[src/rtl/psl_pkg.sv]
package psl_pkg;

    localparam int unsigned DEF_NUM_LINES  = 8;
    localparam int unsigned DEF_LINE_DEPTH = 4;
    localparam int unsigned DEF_TAG_W      = 6;
    localparam int unsigned DEF_PROMO_W    = 2;
    localparam int unsigned DEF_IB_DEPTH   = 8;

    // What the active line does this cycle
    typedef enum logic [1:0] {
        ACT_SKIP,   // empty: step the pointer, move nothing
        ACT_STALL,  // holds tags, issue buffer has no room
        ACT_DRAIN   // holds tags, promote some
    } act_mode_e;

    function automatic int min3(input int a, input int b, input int c);
        int m;
        m = (a < b) ? a : b;
        return (m < c) ? m : c;
    endfunction

endpackage

[src/rtl/psl_line.sv]
// One scheduling line: a FIFO with a single push and a multi-entry pop.
module psl_line #(
    parameter int unsigned DEPTH   = 4,
    parameter int unsigned TAG_W   = 6,
    parameter int unsigned PROMO_W = 2,
    localparam int unsigned PTR_W  = (DEPTH > 1) ? $clog2(DEPTH) : 1,
    localparam int unsigned OCC_W  = $clog2(DEPTH + 1),
    localparam int unsigned PN_W   = $clog2(PROMO_W + 1)
) (
    input  logic                       clk,
    input  logic                       rst,
    input  logic                       push,
    input  logic [TAG_W-1:0]           push_tag,
    input  logic [PN_W-1:0]            pop_n,
    output logic [OCC_W-1:0]           occ,
    output logic [PROMO_W*TAG_W-1:0]   peek
);

    logic [TAG_W-1:0] mem [DEPTH];
    logic [PTR_W-1:0] rd_ptr, wr_ptr;

    always_ff @(posedge clk) begin
        if (rst) begin
            rd_ptr <= '0;
            wr_ptr <= '0;
            occ    <= '0;
        end else begin
            if (push) begin
                mem[wr_ptr] <= push_tag;
                wr_ptr      <= wr_ptr + PTR_W'(1);
            end
            rd_ptr <= rd_ptr + PTR_W'(pop_n);
            occ    <= occ + OCC_W'(push) - OCC_W'(pop_n);
        end
    end

    // Head entries, oldest in lane 0
    always_comb begin
        for (int k = 0; k < int'(PROMO_W); k++) begin
            peek[k*TAG_W +: TAG_W] = mem[rd_ptr + PTR_W'(k)];
        end
    end

endmodule

[src/rtl/psl_promote.sv]
// Active-line pointer and promotion count.
module psl_promote import psl_pkg::*; #(
    parameter int unsigned NUM_LINES  = 8,
    parameter int unsigned LINE_DEPTH = 4,
    parameter int unsigned PROMO_W    = 2,
    parameter int unsigned IB_DEPTH   = 8,
    localparam int unsigned LINE_W    = (NUM_LINES > 1) ? $clog2(NUM_LINES) : 1,
    localparam int unsigned OCC_W     = $clog2(LINE_DEPTH + 1),
    localparam int unsigned FREE_W    = $clog2(IB_DEPTH + 1),
    localparam int unsigned PN_W      = $clog2(PROMO_W + 1)
) (
    input  logic                clk,
    input  logic                rst,
    input  logic [OCC_W-1:0]    act_occ,
    input  logic [FREE_W-1:0]   ib_free,
    output logic [LINE_W-1:0]   active,
    output logic [PN_W-1:0]     pop_n,
    output logic [PROMO_W-1:0]  lane_vld
);

    localparam logic [LINE_W-1:0] LAST = LINE_W'(NUM_LINES - 1);

    act_mode_e mode;
    int        n;

    always_comb begin
        if (act_occ == '0)      mode = ACT_SKIP;
        else if (ib_free == '0) mode = ACT_STALL;
        else                    mode = ACT_DRAIN;

        n = (mode == ACT_DRAIN) ? min3(int'(act_occ), int'(ib_free), int'(PROMO_W)) : 0;
        pop_n = PN_W'(n);
        for (int k = 0; k < int'(PROMO_W); k++) begin
            lane_vld[k] = (k < n);
        end
    end

    always_ff @(posedge clk) begin
        if (rst) begin
            active <= '0;
        end else if (mode == ACT_SKIP) begin
            active <= (active == LAST) ? '0 : active + LINE_W'(1);
        end
    end

endmodule

[src/rtl/prescheduler.sv]
module prescheduler import psl_pkg::*; #(
    parameter int unsigned NUM_LINES  = DEF_NUM_LINES,
    parameter int unsigned LINE_DEPTH = DEF_LINE_DEPTH,
    parameter int unsigned TAG_W      = DEF_TAG_W,
    parameter int unsigned PROMO_W    = DEF_PROMO_W,
    parameter int unsigned IB_DEPTH   = DEF_IB_DEPTH,
    localparam int unsigned LINE_W    = (NUM_LINES > 1) ? $clog2(NUM_LINES) : 1,
    localparam int unsigned OCC_W     = $clog2(LINE_DEPTH + 1),
    localparam int unsigned FREE_W    = $clog2(IB_DEPTH + 1),
    localparam int unsigned TOT_W     = $clog2(NUM_LINES * LINE_DEPTH + 1)
) (
    input  logic                         clk,
    input  logic                         rst,
    input  logic                         ins_valid,
    input  logic [LINE_W-1:0]            ins_line,
    input  logic [TAG_W-1:0]             ins_tag,
    output logic                         ins_ready,
    input  logic [FREE_W-1:0]            ib_free,
    output logic [PROMO_W-1:0]           prom_valid,
    output logic [PROMO_W*TAG_W-1:0]     prom_tags,
    output logic [LINE_W-1:0]            active_idx,
    output logic [NUM_LINES*OCC_W-1:0]   line_occ,
    output logic [TOT_W-1:0]             total_count
);

    localparam int unsigned PN_W = $clog2(PROMO_W + 1);
    localparam logic [OCC_W-1:0] FULL_OCC = OCC_W'(LINE_DEPTH);

    logic [OCC_W-1:0]          occ_a  [NUM_LINES];
    logic [PROMO_W*TAG_W-1:0]  peek_a [NUM_LINES];
    logic [OCC_W-1:0]          act_occ, tgt_occ;
    logic [PN_W-1:0]           pop_n;
    logic                      accept;

    assign accept = ins_valid & ins_ready;

    for (genvar g = 0; g < int'(NUM_LINES); g++) begin : g_line
        logic            push_g;
        logic [PN_W-1:0] pop_g;

        assign push_g = accept && (ins_line == LINE_W'(g));
        assign pop_g  = (active_idx == LINE_W'(g)) ? pop_n : '0;

        psl_line #(
            .DEPTH   (LINE_DEPTH),
            .TAG_W   (TAG_W),
            .PROMO_W (PROMO_W)
        ) u_line (
            .clk      (clk),
            .rst      (rst),
            .push     (push_g),
            .push_tag (ins_tag),
            .pop_n    (pop_g),
            .occ      (occ_a[g]),
            .peek     (peek_a[g])
        );

        assign line_occ[g*OCC_W +: OCC_W] = occ_a[g];
    end

    // Select the active line and the insert target
    always_comb begin
        act_occ   = '0;
        prom_tags = '0;
        tgt_occ   = FULL_OCC;
        for (int i = 0; i < int'(NUM_LINES); i++) begin
            if (active_idx == LINE_W'(i)) begin
                act_occ   = occ_a[i];
                prom_tags = peek_a[i];
            end
            if (ins_line == LINE_W'(i)) begin
                tgt_occ = occ_a[i];
            end
        end
    end

    assign ins_ready = (tgt_occ < FULL_OCC);

    psl_promote #(
        .NUM_LINES  (NUM_LINES),
        .LINE_DEPTH (LINE_DEPTH),
        .PROMO_W    (PROMO_W),
        .IB_DEPTH   (IB_DEPTH)
    ) u_promote (
        .clk      (clk),
        .rst      (rst),
        .act_occ  (act_occ),
        .ib_free  (ib_free),
        .active   (active_idx),
        .pop_n    (pop_n),
        .lane_vld (prom_valid)
    );

    always_ff @(posedge clk) begin
        if (rst) total_count <= '0;
        else     total_count <= total_count + TOT_W'(accept) - TOT_W'(pop_n);
    end

endmodule

[config.mk]
export PLATFORM = sky130hd
export DESIGN_NAME = prescheduler
export DESIGN_NICKNAME = d
export VERILOG_FILES = /design/src/rtl/psl_pkg.sv /design/src/rtl/psl_line.sv /design/src/rtl/psl_promote.sv /design/src/rtl/prescheduler.sv
export SDC_FILE = /design/constraint.sdc
export NUM_CORES = 1
export LEC_CHECK = 0
export ABC_AREA = 1
export CAP_MARGIN = 20
export CORE_MARGIN = 2
export CORE_UTILIZATION = 58
export DETAILED_ROUTE_END_ITERATION = 10
export GPL_TIMING_DRIVEN = 0
export HOLD_SLACK_MARGIN = 0.1
export PLACE_DENSITY_LB_ADDON = 0.15
export REMOVE_ABC_BUFFERS = 1
export SLEW_MARGIN = 20
export SYNTH_ARGS = -nofsm -noshare
export SYNTH_HDL_FRONTEND = slang
export SYNTH_SLANG_ARGS = --single-unit
[constraint.sdc]
create_clock -name clk -period 4.7 [get_ports clk]
set_input_delay 0.94 -clock clk [delete_from_list [all_inputs] [get_ports clk]]
set_output_delay 0.94 -clock clk [all_outputs]
set_load 0.02 [all_outputs]
* Word-level counts from Yosys, hierarchy flattened
Memory sizes are Yosys's and may differ from the RTL's. A register that Yosys moved wholly into a read port is not among the register bits.
Index checks and enable logic that the tools add are counted.
** Word-level totals
- Latch bits :: 0
- Bits in read-only memories :: 0
- Memories kept :: 8
- RAM bits :: 192
- Input bits :: 16
- Output and inout port bits :: 48
- Logic and storage cells :: 181
- Flip-flop bits (word level) :: 65
** Operators by class
- Shifts and indexed selects :: 0
- Multipliers :: 0
- Reduce and logical (&&, ||, !) cells :: 13
- Bitwise gates (word level) :: 1
- Muxes and demuxes :: 70
- Equal/unequal tests :: 15
- Add/sub/neg operators :: 43
- Divide/modulo/power cells :: 0
- $lt $le $gt $ge :: 5
** Memories
- g_line[0].u_line.mem :: words 4, bits a word 6, rd ports 2, clocked after Yosys merged registers in 1, write ports 1, line psl_line.sv:19 : logic [TAG_W-1:0] mem [DEPTH];
- g_line[1].u_line.mem :: words 4, bits a word 6, rd ports 2, clocked after Yosys merged registers in 1, write ports 1, line psl_line.sv:19
- g_line[2].u_line.mem :: words 4, bits a word 6, rd ports 2, clocked after Yosys merged registers in 1, write ports 1, line psl_line.sv:19
- g_line[3].u_line.mem :: words 4, bits a word 6, rd ports 2, clocked after Yosys merged registers in 1, write ports 1, line psl_line.sv:19
- g_line[4].u_line.mem :: words 4, bits a word 6, rd ports 2, clocked after Yosys merged registers in 1, write ports 1, line psl_line.sv:19
- g_line[5].u_line.mem :: words 4, bits a word 6, rd ports 2, clocked after Yosys merged registers in 1, write ports 1, line psl_line.sv:19
- 2 more memories
** Operator list (number)
- $mux W12 :: 8
- $mux W32 :: 2
- $mux W3 :: 17
- $mux W2 :: 18
- $add A2 B1 Y2 const B :: 16
- $lt A1 B32 Y1 const A :: 1
- $lt A2 B32 Y1 const A :: 1
- $lt A32 B3 Y1 const B :: 1
- $add A3 B1 Y3 :: 8
- $eq A3 B3 Y1 const B :: 8
- $mux W1 :: 24
- $sub A3 B2 Y3 :: 8
- $add A2 B2 Y2 :: 8
- $eq A3 B2 Y1 const B :: 4
- $logic_not A3 Y1 :: 3
- $logic_and A1 B1 Y1 :: 8
- $add A6 B1 Y6 :: 1
- $eq A3 B1 Y1 const B :: 2
- $sub A6 B2 Y6 :: 1
- $logic_not A4 Y1 :: 1
- $lt A3 B4 Y1 :: 1
- $mux W4 :: 1
- $add A3 B1 Y3 const B :: 1
- $lt A3 B3 Y1 const B :: 1
- 3 further kinds :: 3

* Logic depth before layout (Yosys ltp)
Gate-level depths: netlist (run 1).
- Depth in word-level cells :: 17
- Mapped depth :: 34
- Gate-level depth less buffers :: 34

* Modules after synthesis
From an unflattened synthesis (run 1), not the netlist that was laid out.
** Second synthesis, totals
- Cells, all modules :: 1753
- Area total of the unflattened synthesis :: 14660.3 µm²
** By module, submodules not included
- psl_line (g_line[3].u_line ...) :: area an instance 1592.8 µm², times used 5, cells an instance 178
- psl_line (g_line[0].u_line ...) :: area an instance 1625.3 µm², times used 3, cells an instance 170
- prescheduler :: area an instance 1531.5 µm², times used 1, cells an instance 303
- psl_promote :: area an instance 289.0 µm², times used 1, cells an instance 50

* Worst setup path after synthesis (run 1)
No wires, ideal clock.
- Kind :: register -> register
- Start point :: register u_promote.active[2]
- End point :: register g_line[5].u_line.occ[2]
- Cell stages (with the launch flop) :: 29
- Period minus slack after synthesis :: 4.155 ns
- Data arrival time :: 4.084 ns
- Setup slack :: 0.545 ns
- Cells stage by stage :: dfxtp_1 inv_2 ha_1 buf_2 inv_1 buf_2 nand3_1 nand3_1 nand2_1 nand2_1 nand2_1 nand2_1 inv_1 ha_1 inv_1 nor2_1 nand2_1 nand2_1 nand2_1 nand2_1 buf_2 nor3_1 ha_1 inv_1 ha_1 fa_1 xor2_1 or2_2 a21oi_1
** Between the ends
- Longest elaborated chain between the ends :: 16
- Elaborated cells on any way between the ends :: 26
- Classes of those cells :: 1 x add/sub; 2 x order compare; 8 x eq/ne; 13 x mux; 2 x reduce/logical
** Ends and longest elaborated chain
- from (decl) :: line psl_promote.sv:16 : output logic [LINE_W-1:0] active,
- from (signal assigned) :: line psl_promote.sv:42 : active <= (active == LAST) ? '0 : active + LINE_W'(1);
- $logic_not A3 Y1 :: line prescheduler.sv:67 : if (active_idx == LINE_W'(i)) begin
- $mux W3 (8 in series) :: line prescheduler.sv:67
- $lt A3 B4 Y1 :: line psl_pkg.sv:18 : m = (a < b) ? a : b;
- $mux W4 :: line psl_pkg.sv:18
- $lt A32 B3 Y1 :: line psl_pkg.sv:19 : return (m < c) ? m : c;
- $mux W32 :: line psl_pkg.sv:19
- $mux W32 :: line psl_promote.sv:31 : n = (mode == ACT_DRAIN) ? min3(int'(act_occ), int'(ib_free), int'(PROMO_W)) : 0;
- $mux W2 * :: line prescheduler.sv:42 : assign pop_g = (active_idx == LINE_W'(g)) ? pop_n : '0;
- $sub A3 B2 Y3 * :: line psl_line.sv:33 : occ <= occ + OCC_W'(push) - OCC_W'(pop_n);
- to (signal assigned) :: line psl_line.sv:33
- to (decl) :: line psl_line.sv:15 : output logic [OCC_W-1:0] occ,
Mark *: on every way between the ends. The rest lies on a longest branch, timed or not.
A chain may end at the register's enable or synchronous reset.

* Worst setup path after layout (run 1)
- Start point :: register g_line[1].u_line.rd_ptr[1]
- End point :: output prom_tags[6]
** Between the ends
- Longest elaborated chain between the ends :: 9
** Ends and longest elaborated chain
- from (decl) :: line psl_line.sv:20 : logic [PTR_W-1:0] rd_ptr, wr_ptr;
- from (signal assigned) :: line psl_line.sv:32 : rd_ptr <= rd_ptr + PTR_W'(pop_n);
- $add A2 B1 Y2 :: line psl_line.sv:40 : peek[k*TAG_W +: TAG_W] = mem[rd_ptr + PTR_W'(k)];
- $mem_v2 Z4 W6
- $mux W12 (7 in series) :: line prescheduler.sv:67
- to (decl) :: line prescheduler.sv:20 : output logic [PROMO_W*TAG_W-1:0] prom_tags,
Every way passes these cells.

==> reports/qor.csv, run 1 <==
stage,metric,value,unit
power,swShare,39.35,%
place,port_buffers,63,
clocking,cts-htree-levels,1,
critical_path,cp_cell_sequence,clkinvlp_4 > a21oi_1 > a21oi_1 > o22ai_1 > nand2_1 > a21oi_1 > nor2_1 > o21ai_1 > nand2_1 > a21oi_1 > nand2_1 > a21oi_1 > clkdlybuf4s50_1,
grt,grt_max_degree,35,
critical_path,critPathSlowestCell,clkdlybuf4s50_1,
routing,ant_nets,0,
floorplan,die_area,25390,um^2
floorplan,die_x,159.4,um
critical_path,crit_type,reg -> out,
timing,min_period_over_period,97.03,%
power,ir_drop,0.6197,mV
routing,drc_errors,0,
grt,grt_usage,29.14,%
timing,hold_viol,0,
timing,fmax,219.3,MHz
critical_path,start_kind,flop,
critical_path,end_kind,primary output,
critical_path,cpMostUsedCell,a21oi_1,
floorplan,coreArea,23610,um^2
final_layout,nets,1748,
power,p_switching,3.296,mW
floorplan,die_h,159.4,um
floorplan,std_cell_rows,56,
timing,fin_worst_skew,15.81,ps
routing,drt-pass1-iter-count,6,
grt,grt_pass1_vias,10990,
clocking,cts_sinks,257,
power,pwr-share-seq,32.9,%
power,power_density,521.2,nW/um^2
routing,avgRoutedWirePerCell,18.93,um
clocking,root_buffer,clkbuf_16,
final_layout,drive_above_1_share,8.884,%
clocking,cts_buffer_depth,3,
final_layout,syn2layout_area_growth,14.81,%
clocking,path_clk_slew,60,ps
critical_path,cp_max_fo,15,
clocking,cts_made_buffers,28,
timing,slew_headroom,26.09,%
timing,period_minus_slack,4561,ps
clocking,cts_tree,done,
synth,synth-seq-cells,257,
power,p_int,5.081,mW
place,place_ws,-817.2,ps
floorplan,start_util,59.28,%
timing,final-setup-viol-count,0,
outcome,status,"finished, final reports clean",
final_layout,num-fill-cells,1837,
power,p_leak,6.452,nW
critical_path,crit_required,3760,ps
final_layout,post-route-util,68.06,%
synth,ys.flop_type,edfxtp_1,
synth,yosysWarningCount,0,
synth,synth.cell_area,14000,um^2
final_layout,fin_cells,1985,
synth,seq_area_frac_synth,50.48,%
clocking,clock_latency,550,ps
min_path,min_path_type,reg -> reg,
grt,grt_pass1_wl,58.46,mm
timing,hold_ws,478.6,ps
timing,slew_viol_final,0,
grt,grt-ovfl-total,0,
routing,num_vias,11653,
timing,setup_slack,139.5,ps
power,combPwrFrac,40.6,%
place,dp_hpwl,24.85,mm
place,place_inst,1913,
synth,avgSynthCellArea,8.744,um^2
place,gp_congestion,0.8663,
synth,ys_types,38,
routing,drt-initial-drc-count,1324,
critical_path,arrival,3620,ps
routing,via_per_inst,5.871,
flow_run,cap_violations,0,
final_layout,n_antenna_cell,0,
synth,synth_edf_count,192,
synth,async_reset_ff_share,0,%
critical_path,cp_slowest_stage_delay,630,ps
grt,antenna_found_initial,0,
floorplan,ioPinCount,64,
timing,worst_pin_slew,1102,ps
routing,wl,37.59,mm
synth,netlist_instances,1601,
power,pwr-share-clk,26.5,%
clocking,ctsHoldBuffers,0,
[kinds of logic (layout without fill, tap and decap cells)]
kind of cell / count (synthesis) / count (layout) / share of synthesized area [%]
flops: 257 / 257 / 50.48
buf+inv: 312 / 376 / 8.607
fa+ha+maj: 88 / 88 / 8.348
xor+xnor: 17 / 17 / 1.064
compound gates: 393 / 393 / 15.54
simple gates: 534 / 535 / 15.95
[routing by layer]
metal | part of all wire (%) | up-vias | track usage (%) | routed length, um
li1 | - | 5502 | - | -
met1 | 41 | 5516 | 39.99 | 15520
met2 | 46 | 536 | 48.00 | 17460
met3 | 8.5 | 99 | 4.142 | 3213
met4 | 3.7 | 0 | 9.752 | 1390
met5 | 0 | - | 0 | 0
[layout by cell type, fill, tap and decap left out, types with 51 or more instances in the layout]
master / synthesis / layout
a21oi_1: 148 / 146
clkdlybuf4s50_1: 0 / 51
dfxtp_1: 65 / 54
edfxtp_1: 192 / 192
ha_1: 79 / 73
inv_1: 230 / 222
nand2_1: 243 / 235
nand3_1: 95 / 95
nor2_1: 154 / 151
o21ai_0: 158 / 155
[through the flow]
| stage | cell area [um^2] | TNS [ps] | total power, mW |
|---|---|---|---|
| 6_report | 16070 | 0 | 8.377 |
| 5_1_grt | 16070 | -189.3 | 8.786 |
| 4_1_cts | 15910 | -10.41 | 8.163 |
| 3_5_place_dp | 14740 | -16450 | 5.822 |
| 3_3_place_gp | 14720 | -156460 | 5.773 |
| 2_1_floorplan | 13690 | 0 | 4.589 |
[layout make-up]
type / instances / area (um^2) / share of cell area, %
Clock inverter: 13 / 106.4 / 0.6617
Timing Repair Buffer: 82 / 777.0 / 4.835
Sequential cell: 257 / 7088 / 44.10
Multi-Input combinational cell: 1033 / 5919 / 36.83
Timing Repair inverter: 2 / 10.01 / 0.06228
Tap cell: 319 / 399.1 / 2.483
Inverter: 240 / 937.1 / 5.831
Clock buffer: 39 / 834.6 / 5.193
[worst max-delay path, delay by kind of cell, from the launching register on]
kind | cells | cell delay, ps
AND/OR/NAND/NOR | 4 | 410
flip-flops | 1 | 520
buffers and inverters | 2 | 890
AO/OA/AOI/OAI | 7 | 1240
[synth_stat cells (4+ instances only)]
library cell,number,area (um^2)
nand3_1,95,475.5
ha_1,79,988.5
a21oi_1,148,740.7
a22o_1,11,96.34
inv_1,230,863.3
xnor2_1,8,70.07
o21ai_0,158,790.8
xor2_1,9,78.83
clkbuf_1,49,183.9
o211ai_1,26,195.2
o22ai_1,13,81.33
edfxtp_1,192,5766
nand4_1,11,68.82
inv_2,4,15.01
fa_1,9,180.2
nor2_1,154,578.1
clkinv_1,6,22.52
buf_2,15,75.07
or2_2,9,56.30
buf_1,6,22.52
nor3_1,15,75.07
nand2_1,243,912.1
a211oi_1,6,45.04
a31oi_1,16,100.1
dfxtp_1,65,1301
[registers in the layout, summed over array words and instances (netlist names)]
| register | cells |
|---|---|
| g_line.u_line.mem | 192 |
| total_count | 6 |
| g_line.u_line.occ | 24 |
| g_line.u_line.wr_ptr | 16 |
| u_promote.active | 3 |
| g_line.u_line.rd_ptr | 16 |
[repair_timing]
action	4_1_cts	5_1_grt
resized for setup	45	33
endpoints found under the setup margin	53	27
pin swaps	4	2
setup buffers	10	7
gates cloned	2	1
[worst paths after layout]
path / from / end / slack (ps) / depth (start not counted)
max: g_line[1].u_line.rd_ptr[1]$_SDFF_PP0_ / prom_tags[6] / 140 / 13
min: g_line[7].u_line.occ[2]$_SDFF_PP0_ / g_line[7].u_line.occ[2]$_SDFF_PP0_ / 480 / 1
max reg2reg: u_promote.active[2]$_SDFFE_PP0N_ / g_line[1].u_line.occ[2]$_SDFF_PP0_ / 250 / 28
min reg2reg: g_line[7].u_line.occ[2]$_SDFF_PP0_ / g_line[7].u_line.occ[2]$_SDFF_PP0_ / 480 / 1
[power groups by stage]
stage | logic (mW) | registers, mW | clock network, mW
final | 3.40 | 2.76 | 2.22
after global routing | 3.69 | 2.77 | 2.32
after CTS | 3.19 | 2.74 | 2.23
after detailed placement | 3.05 | 2.78 | 0
after global placement | 3.00 | 2.78 | 0
after floorplan | 1.79 | 2.80 | 0
Power figures use the tool's default switching activity.
==> inputs of run 2 (changes only) <==
Settings changed: ABC_AREA 1 to unset, CORE_ASPECT_RATIO set to 1.75.
==> run 2 against run 1 <==
  * The flow now finishes with violations (setup timing)
  * Cell area fell by 1.2%
  * Sequential power is 1% higher
  * Sequential cell count is the same
  * Non-clock buffer count up 29
  * Combinational power up 32%
  * Area after synthesis shrank 3.5%
  * Critical endpoint is now g_line[1].u_line.occ[2]$_SDFF_PP0_
==> reports/qor.csv, run 2 <==
stage,metric,value,unit
critical_path,crit_buf_inv,4,
critical_path,crit_required,5110,ps
clocking,clock_latency,530,ps
timing,fin_worst_skew,13.11,ps
critical_path,cpMostUsedCell,ha_1,
clocking,path_clk_slew,70,ps
clocking,cts_sinks,257,
routing,avgRoutedWirePerCell,24.85,um
critical_path,cp_max_fo,13,
final_layout,drive_above_1_share,25.86,%
final_layout,largest_reg_flops,192,
critical_path,arrival,5210,ps
place,place_inst,1280,
place,place_ws,-2187,ps
clocking,cts_made_buffers,23,
final_layout,largest_register,g_line.u_line.mem,
routing,ant_nets,0,
synth,synth-seq-cells,257,
power,power_density,579.5,nW/um^2
synth,netlist_instances,967,
final_layout,reg_top3,"g_line.u_line.mem: 192 flops, g_line.u_line.occ: 24 flops",
grt,antenna_found_initial,0,
final_layout,final_cell_mix,"192 x edfxtp_1, 96 x mux4_2, 64 x ha_1",
timing,hold_viol,0,
timing,final.setup.tns,-283.3,ps
routing,wl,34.07,mm
final_layout,post-route-util,69.56,%
timing,min_period_over_period,102.2,%
clocking,cts_buffer_depth,3,
synth,avgSynthCellArea,13.96,um^2
critical_path,critPathSlowestCell,a211o_4,
critical_path,cp_slowest_stage_delay,440,ps
clocking,ctsHoldBuffers,0,
clocking,root_buffer,clkbuf_16,
floorplan,die_h,205.8,um
routing,drt-pass1-iter-count,7,
power,p_leak,5.432,nW
timing,worst_pin_slew,1005,ps
synth,synth_most_common_cell,edfxtp_1,
grt,grt_max_degree,46,
synth,yosys-top-cells-count,"192 x edfxtp_1, 96 x mux4_2, 79 x ha_1",
timing,slew_headroom,32.38,%
timing,setup_slack,-101.5,ps
synth,seq_area_frac_synth,52.34,%
critical_path,cp_top_family,compound AO/OA/AOI/OAI gates,
floorplan,start_util,59.13,%
final_layout,n_antenna_cell,0,
place,gp_congestion,0.8518,
critical_path,crit_type,reg -> reg,
outcome,status,"complete, but fails checks",
timing,fmax,208.3,MHz
timing,period_minus_slack,4801,ps
timing,rsz0062_at_grt,yes,
synth,synth_edf_count,192,
clocking,cts-htree-levels,1,
floorplan,die_x,119.3,um
synth,synth_top_area_share,42.70,%
place,placed_area,14270,um^2
critical_path,cp_cell_sequence,clkinvlp_4 > buf_4 > ha_4 > nand2_1 > o21ai_1 > a31oi_1 > mux2i_1 > ha_1 > nor2b_1 > a311o_1 > a21oi_4 > nor2_2 > a21o_1 > a211o_4 > nor3b_4 > ha_1 > inv_1 > ha_1 > inv_1 > fa_2 > xnor2_2 > xnor2_1 > nor2_1,
grt,grt-ovfl-total,0,
grt,grt_pass1_wl,50.72,mm
flow_run,cap_violations,0,
final_layout,syn2layout_area_growth,17.63,%
routing,via_per_inst,6.319,
place,dp_hpwl,22.81,mm
floorplan,die_area,24570,um^2
final_layout,fin_cells,1371,
place,port_buffers,63,
clocking,cts_tree,done,
min_path,min_path_type,reg -> reg,
floorplan,std_cell_rows,73,
routing,drc_errors,0,
critical_path,start_kind,flop,
synth,yosysWarningCount,0,
final_layout,nets,1158,
floorplan,ioPinCount,64,
synth,ys.flop_type,edfxtp_1,
routing,num_vias,8664,
grt,grt_usage,27.79,%
outcome,violations,setup timing,
synth,synth.cell_area,13500,um^2
synth,ys_types,66,
routing,drt-initial-drc-count,703,
timing,final-setup-viol-count,6,
synth,yosysTopAreaCell,edfxtp_1,
synth,async_reset_ff_share,0,%
floorplan,coreArea,22830,um^2
final_layout,fin_area,15880,um^2
synth,netlist_top_cells_area,"edfxtp_1 43%, mux4_2 16%, dfxtp_1 9.6%",
grt,grt_pass1_vias,8730,
timing,slew_viol_final,0,
power,ir_drop,0.5281,mV
critical_path,end_kind,flop,
final_layout,final_common_cell,edfxtp_1,
[run 2: kinds of logic after synthesis]
group	after synthesis	synth area share, %
compound gates	137	7.293
fa+ha+maj	88	8.655
simple gates	223	8.859
xor+xnor	37	2.400
buf+inv	120	3.771
mux	105	16.69
flops	257	52.34
[run 2: what timing repair did]
action                                 4_1_cts  5_1_grt
setup endpoints to repair                   60       29
resized for setup                           41       61
buffers inserted                            25       22
pin swaps                                   13       37
endpoints found under the hold margin        0        0
cloned                                       2        0
[run 2: area by class of cell]
type,instances,area (um^2)
clock buffer,31,636.9
multi-input combinational,592,6366
sequential,257,7081
clock inverter,11,120.1
fill,1556,6950
tap,300,375.4
timing repair buffer,111,1032
inverter,69,272.8
[run 2: final timing paths]
check,endpoint,cells after the start,slack [ps],start
worst max-delay path,g_line[1].u_line.occ[2]$_SDFF_PP0_,23,-100,u_promote.active[0]$_SDFFE_PP0N_
worst min register to register,g_line[0].u_line.wr_ptr[1]$_SDFFE_PP0P_,2,500,g_line[0].u_line.wr_ptr[1]$_SDFFE_PP0P_
worst min-delay path,g_line[0].u_line.wr_ptr[1]$_SDFFE_PP0P_,2,500,g_line[0].u_line.wr_ptr[1]$_SDFFE_PP0P_
worst max register to register,g_line[1].u_line.occ[2]$_SDFF_PP0_,23,-100,u_promote.active[0]$_SDFFE_PP0N_
[run 2: worst register-to-register path: cells and delay by family (launching register included)]
kind	cells	cell delay, ps
AOI/OAI and AO/OA	6	1570
adders and majority gates	5	1240
and+or+nand+nor	5	600
buffers and inverters	4	410
DFF	1	410
xor gates and xnor gates	2	340
muxes	1	120
[run 2: power by group]
part	internal [mW]	switching, mW
clock	1.07	0.831
sequential	2.56	0.237
combinational	2.13	2.38
total	5.76	3.44
[run 2: metal layers]
metal	vias to the layer above	global-route usage (%)	wire length (um)	share of wire [%]
met5	-	0	0	0
li1	3837	-	-	-
met4	0	10.97	1518	4.5
met2	327	54.82	19350	57
met1	4411	30.00	11440	34
met3	89	2.882	1757	5.2
[run 2: metrics by stage]
stage	hold WS [ps]	total power [mW]
3_5_place_dp	490.8	6.171
3_3_place_gp	487.1	6.112
2_1_floorplan	463.1	4.962
4_1_cts	500.0	8.551
6_report	503.1	9.204
5_1_grt	533.4	9.624
==> inputs of run 3 (changes only) <==
Settings changed: SLEW_MARGIN 20 to unset, SYNTH_HIERARCHICAL set to 1.
==> run 3 against run 2 <==
  * Area after synthesis rose by 0.50%
  * Maximum frequency is 5.3% higher
  * Largest power group is now sequential cells
  * Non-clock buffer count is 34 lower
  * Cell count is 7.1% lower
  * Combinational power decreased by 50%
  * Via count is 7.2% lower
  * The flow now finishes without violations
  * Setup slack better by 240 ps
  * Sequential share of layout area is 1.5 points higher
  * Power shrank 26%
  * Sequential power fell by 4%
==> reports/qor.csv, run 3 <==
stage,metric,value,unit
critical_path,cp-startpoint,u_promote/active[2]$_SDFFE_PP0N_,
routing,drc_errors,0,
critical_path,crit_cells,17,
floorplan,die_x,119.6,um
critical_path,crit_required,5070,ps
grt,grt_pass1_vias,8479,
timing,worst_pin_slew,1122,ps
grt,grt_pass1_wl,48.19,mm
routing,drt-pass1-iter-count,5,
floorplan,die_area,24690,um^2
clocking,cts_buffer_depth,3,
timing,period_minus_slack,4560,ps
floorplan,coreArea,23150,um^2
floorplan,ioPinCount,64,
timing,slew_viol_final,0,
routing,wl,31.22,mm
synth,yosysTopAreaCell,edfxtp_1,
power,pwr-share-seq,39.7,%
timing,hold_viol,0,
timing,hold_ws,554.5,ps
clocking,cts_sinks,257,
clocking,cts_tree,done,
place,gp_congestion,0.8677,
critical_path,end_kind,flop,
min_path,min_path_type,reg -> reg,
routing,ant_nets,0,
critical_path,cp_max_fo,30,
power,combPwrFrac,33.0,%
synth,synth-seq-cells,257,
critical_path,rr_startpoint,u_promote/active[2]$_SDFFE_PP0N_,
place,port_buffers,63,
critical_path,arrival,4930,ps
final_layout,reg_top3,"g_line.u_line/mem: 192 flops, g_line.u_line/occ: 24 flops",
final_layout,largest_reg_flops,192,
final_layout,final_cell_mix,"192 x edfxtp_1, 75 x ha_1, 71 x mux4_2",
timing,min_period_over_period,97.03,%
power,p_leak,5.374,nW
final_layout,fin_cells,1274,
synth,synth.cell_area,13570,um^2
critical_path,rrSetupSlack,140,ps
place,place_ws,-580.1,ps
synth,async_reset_ff_share,0,%
synth,yosysWarningCount,6,
grt,antenna_found_initial,1,
power,swShare,31.73,%
synth,synth_most_common_cell,edfxtp_1,
outcome,status,"finished, final reports clean",
critical_path,cp_top_family,compound AO/OA/AOI/OAI gates,
floorplan,start_util,58.63,%
timing,fin_worst_skew,27.90,ps
final_layout,syn2layout_area_growth,13.11,%
synth,synth_edf_count,192,
critical_path,crit_end,g_line[7].u_line/occ[2]$_SDFF_PP0_,
timing,fmax,219.3,MHz
final_layout,largest_register,g_line.u_line/mem,
synth,ys.flop_type,edfxtp_1,
power,pwr-share-clk,27.3,%
final_layout,nets,1052,
place,dp_hpwl,22.68,mm
timing,final-setup-viol-count,0,
timing,final.setup.tns,0,ps
synth,netlist_top_cells_area,"edfxtp_1 42%, mux4_2 12%, dfxtp_1 9.6%",
routing,num_vias,8039,
critical_path,timing.rr.end,g_line[7].u_line/occ[2]$_SDFF_PP0_,
clocking,cts-htree-levels,1,
power,power_density,442.9,nW/um^2
grt,grt-ovfl-total,0,
routing,drt-initial-drc-count,723,
final_layout,drive_above_1_share,13.83,%
synth,synth_top_area_share,42.49,%
power,total_power,6.799,mW
routing,via_per_inst,6.310,
critical_path,crit_type,reg -> reg,
power,ir_drop,0.4284,mV
critical_path,cp_slowest_stage_delay,430,ps
synth,netlist_instances,889,
routing,avgRoutedWirePerCell,24.51,um
critical_path,rr_worst_depth,17,
critical_path,crit_buf_inv,2,
power,p_int,4.642,mW
timing,slew_headroom,24.62,%
clocking,cts_made_buffers,23,
clocking,clock_latency,530,ps
final_layout,final_common_cell,edfxtp_1,
critical_path,start_kind,flop,
clocking,ctsHoldBuffers,0,
synth,seq_area_frac_synth,52.07,%
power,p_switching,2.157,mW
min_path,hold_path_depth,2,
critical_path,cp_cell_sequence,buf_12 > and2b_4 > a22o_1 > a222oi_1 > a22oi_2 > ha_1 > a21o_1 > a31oi_2 > a21oi_1 > o22ai_1 > nand2_1 > nor2_1 > inv_1 > ha_1 > fa_1 > xor3_1 > nor2_1,
timing,setup_slack,139.7,ps
synth,avgSynthCellArea,15.26,um^2
floorplan,std_cell_rows,74,
grt,grt_max_degree,53,
place,place_inst,1220,
clocking,path_clk_slew,60,ps
clocking,root_buffer,clkbuf_16,
critical_path,critPathSlowestCell,nor2_1,
grt,grt_usage,26.03,%
synth,yosys-top-cells-count,"192 x edfxtp_1, 75 x ha_1, 71 x mux4_2",
floorplan,die_h,206.4,um
synth,ys_types,50,
flow_run,cap_violations,0,
-- run 3: changes by cell type after synthesis, sizes merged, moves of 9 or more --
cell     change
a21o        +11
a21oi       -22
a221oi      -14
a222oi      +13
a22o        +14
clkbuf      -10
mux2i       +30
nor2        -11
o21ai       -32
o2bb2ai     +13
xnor2       -17
xor2         -9
-- run 3: repair_timing --
item                                   4_1_cts  5_1_grt
endpoints found under the hold margin        0        0
setup endpoints to repair                   25       12
gates resized for setup                      3        5
cloned                                       1        0
pin swaps                                    0        1
setup buffers                                2        2
-- run 3: worst register-to-register path: cells and delay by family (launching register included) --
family	cells	cell delay (ps)
simple gates	4	980
buf+inv	2	300
flops	1	400
compound gates	7	1540
fa+ha+maj	3	1000
xor+xnor	1	200
-- run 3: kinds of logic after synthesis --
| kind of cell | share of synthesized area (%) |
|---|---|
| AOI/OAI and AO/OA | 5.560 |
| xor gates and xnor gates | 3.439 |
| adders and majority gates | 8.243 |
| buffers and inverters | 3.854 |
| DFF | 52.07 |
| muxes | 19.90 |
| and+or+nand+nor | 6.933 |
-- run 3: how the worst min path moves through the flow --
stage / startpoint / to
2_1_floorplan: g_line[1].u_line/wr_ptr[1]$_SDFFE_PP0P_ / g_line[1].u_line/wr_ptr[1]$_SDFFE_PP0P_
3_3_place_gp: g_line[0].u_line/wr_ptr[1]$_SDFFE_PP0P_ / g_line[0].u_line/wr_ptr[1]$_SDFFE_PP0P_
3_5_place_dp: g_line[0].u_line/wr_ptr[1]$_SDFFE_PP0P_ / g_line[0].u_line/wr_ptr[1]$_SDFFE_PP0P_
4_1_cts: g_line[0].u_line/wr_ptr[1]$_SDFFE_PP0P_ / g_line[0].u_line/wr_ptr[1]$_SDFFE_PP0P_
5_1_grt: g_line[2].u_line/wr_ptr[1]$_SDFFE_PP0P_ / g_line[2].u_line/wr_ptr[1]$_SDFFE_PP0P_
6_report: g_line[4].u_line/wr_ptr[1]$_SDFFE_PP0P_ / g_line[4].u_line/wr_ptr[1]$_SDFFE_PP0P_
-- run 3: through the flow --
| stage | cell area (um^2) | utilization [%] |
|---|---|---|
| after floorplan | 13280 | - |
| after global placement | 14290 | 61.74 |
| after detailed placement | 14360 | 62.02 |
| after CTS | 15150 | 65.44 |
| after global routing | 15350 | 66.30 |
| final | 15350 | 66.31 |
-- run 3: final cells by class --
cell class,instances,area [um^2]
clock inverters,17,155.1
repair buffers,77,909.6
well taps,304,380.4
fillers,1670,7797
inverters,62,237.7
flip-flops and latches,257,7076
multi-input cells,531,6006
diodes,1,2.502
clock buffers,25,583.1
-- run 3: per-layer routing --
layer  vias to the layer above  GRT usage [%]  routed length [um]
met2                       304          48.57               17190
met3                        91          2.649                1469
met5                         -              0                   0
met4                         0          15.17                1990
met1                      4076          28.43               10570
li1                       3568              -                   -
-- run 3: power by group through the flow --
stage                     Clock, mW  Combinational, mW  Sequential [mW]
after floorplan                   0               1.29             2.82
after detailed placement          0               2.14             2.77
final                          1.86               2.24             2.70
after global routing           1.97               2.40             2.72
after global placement            0               1.98             2.82
after CTS                      1.88               2.19             2.71
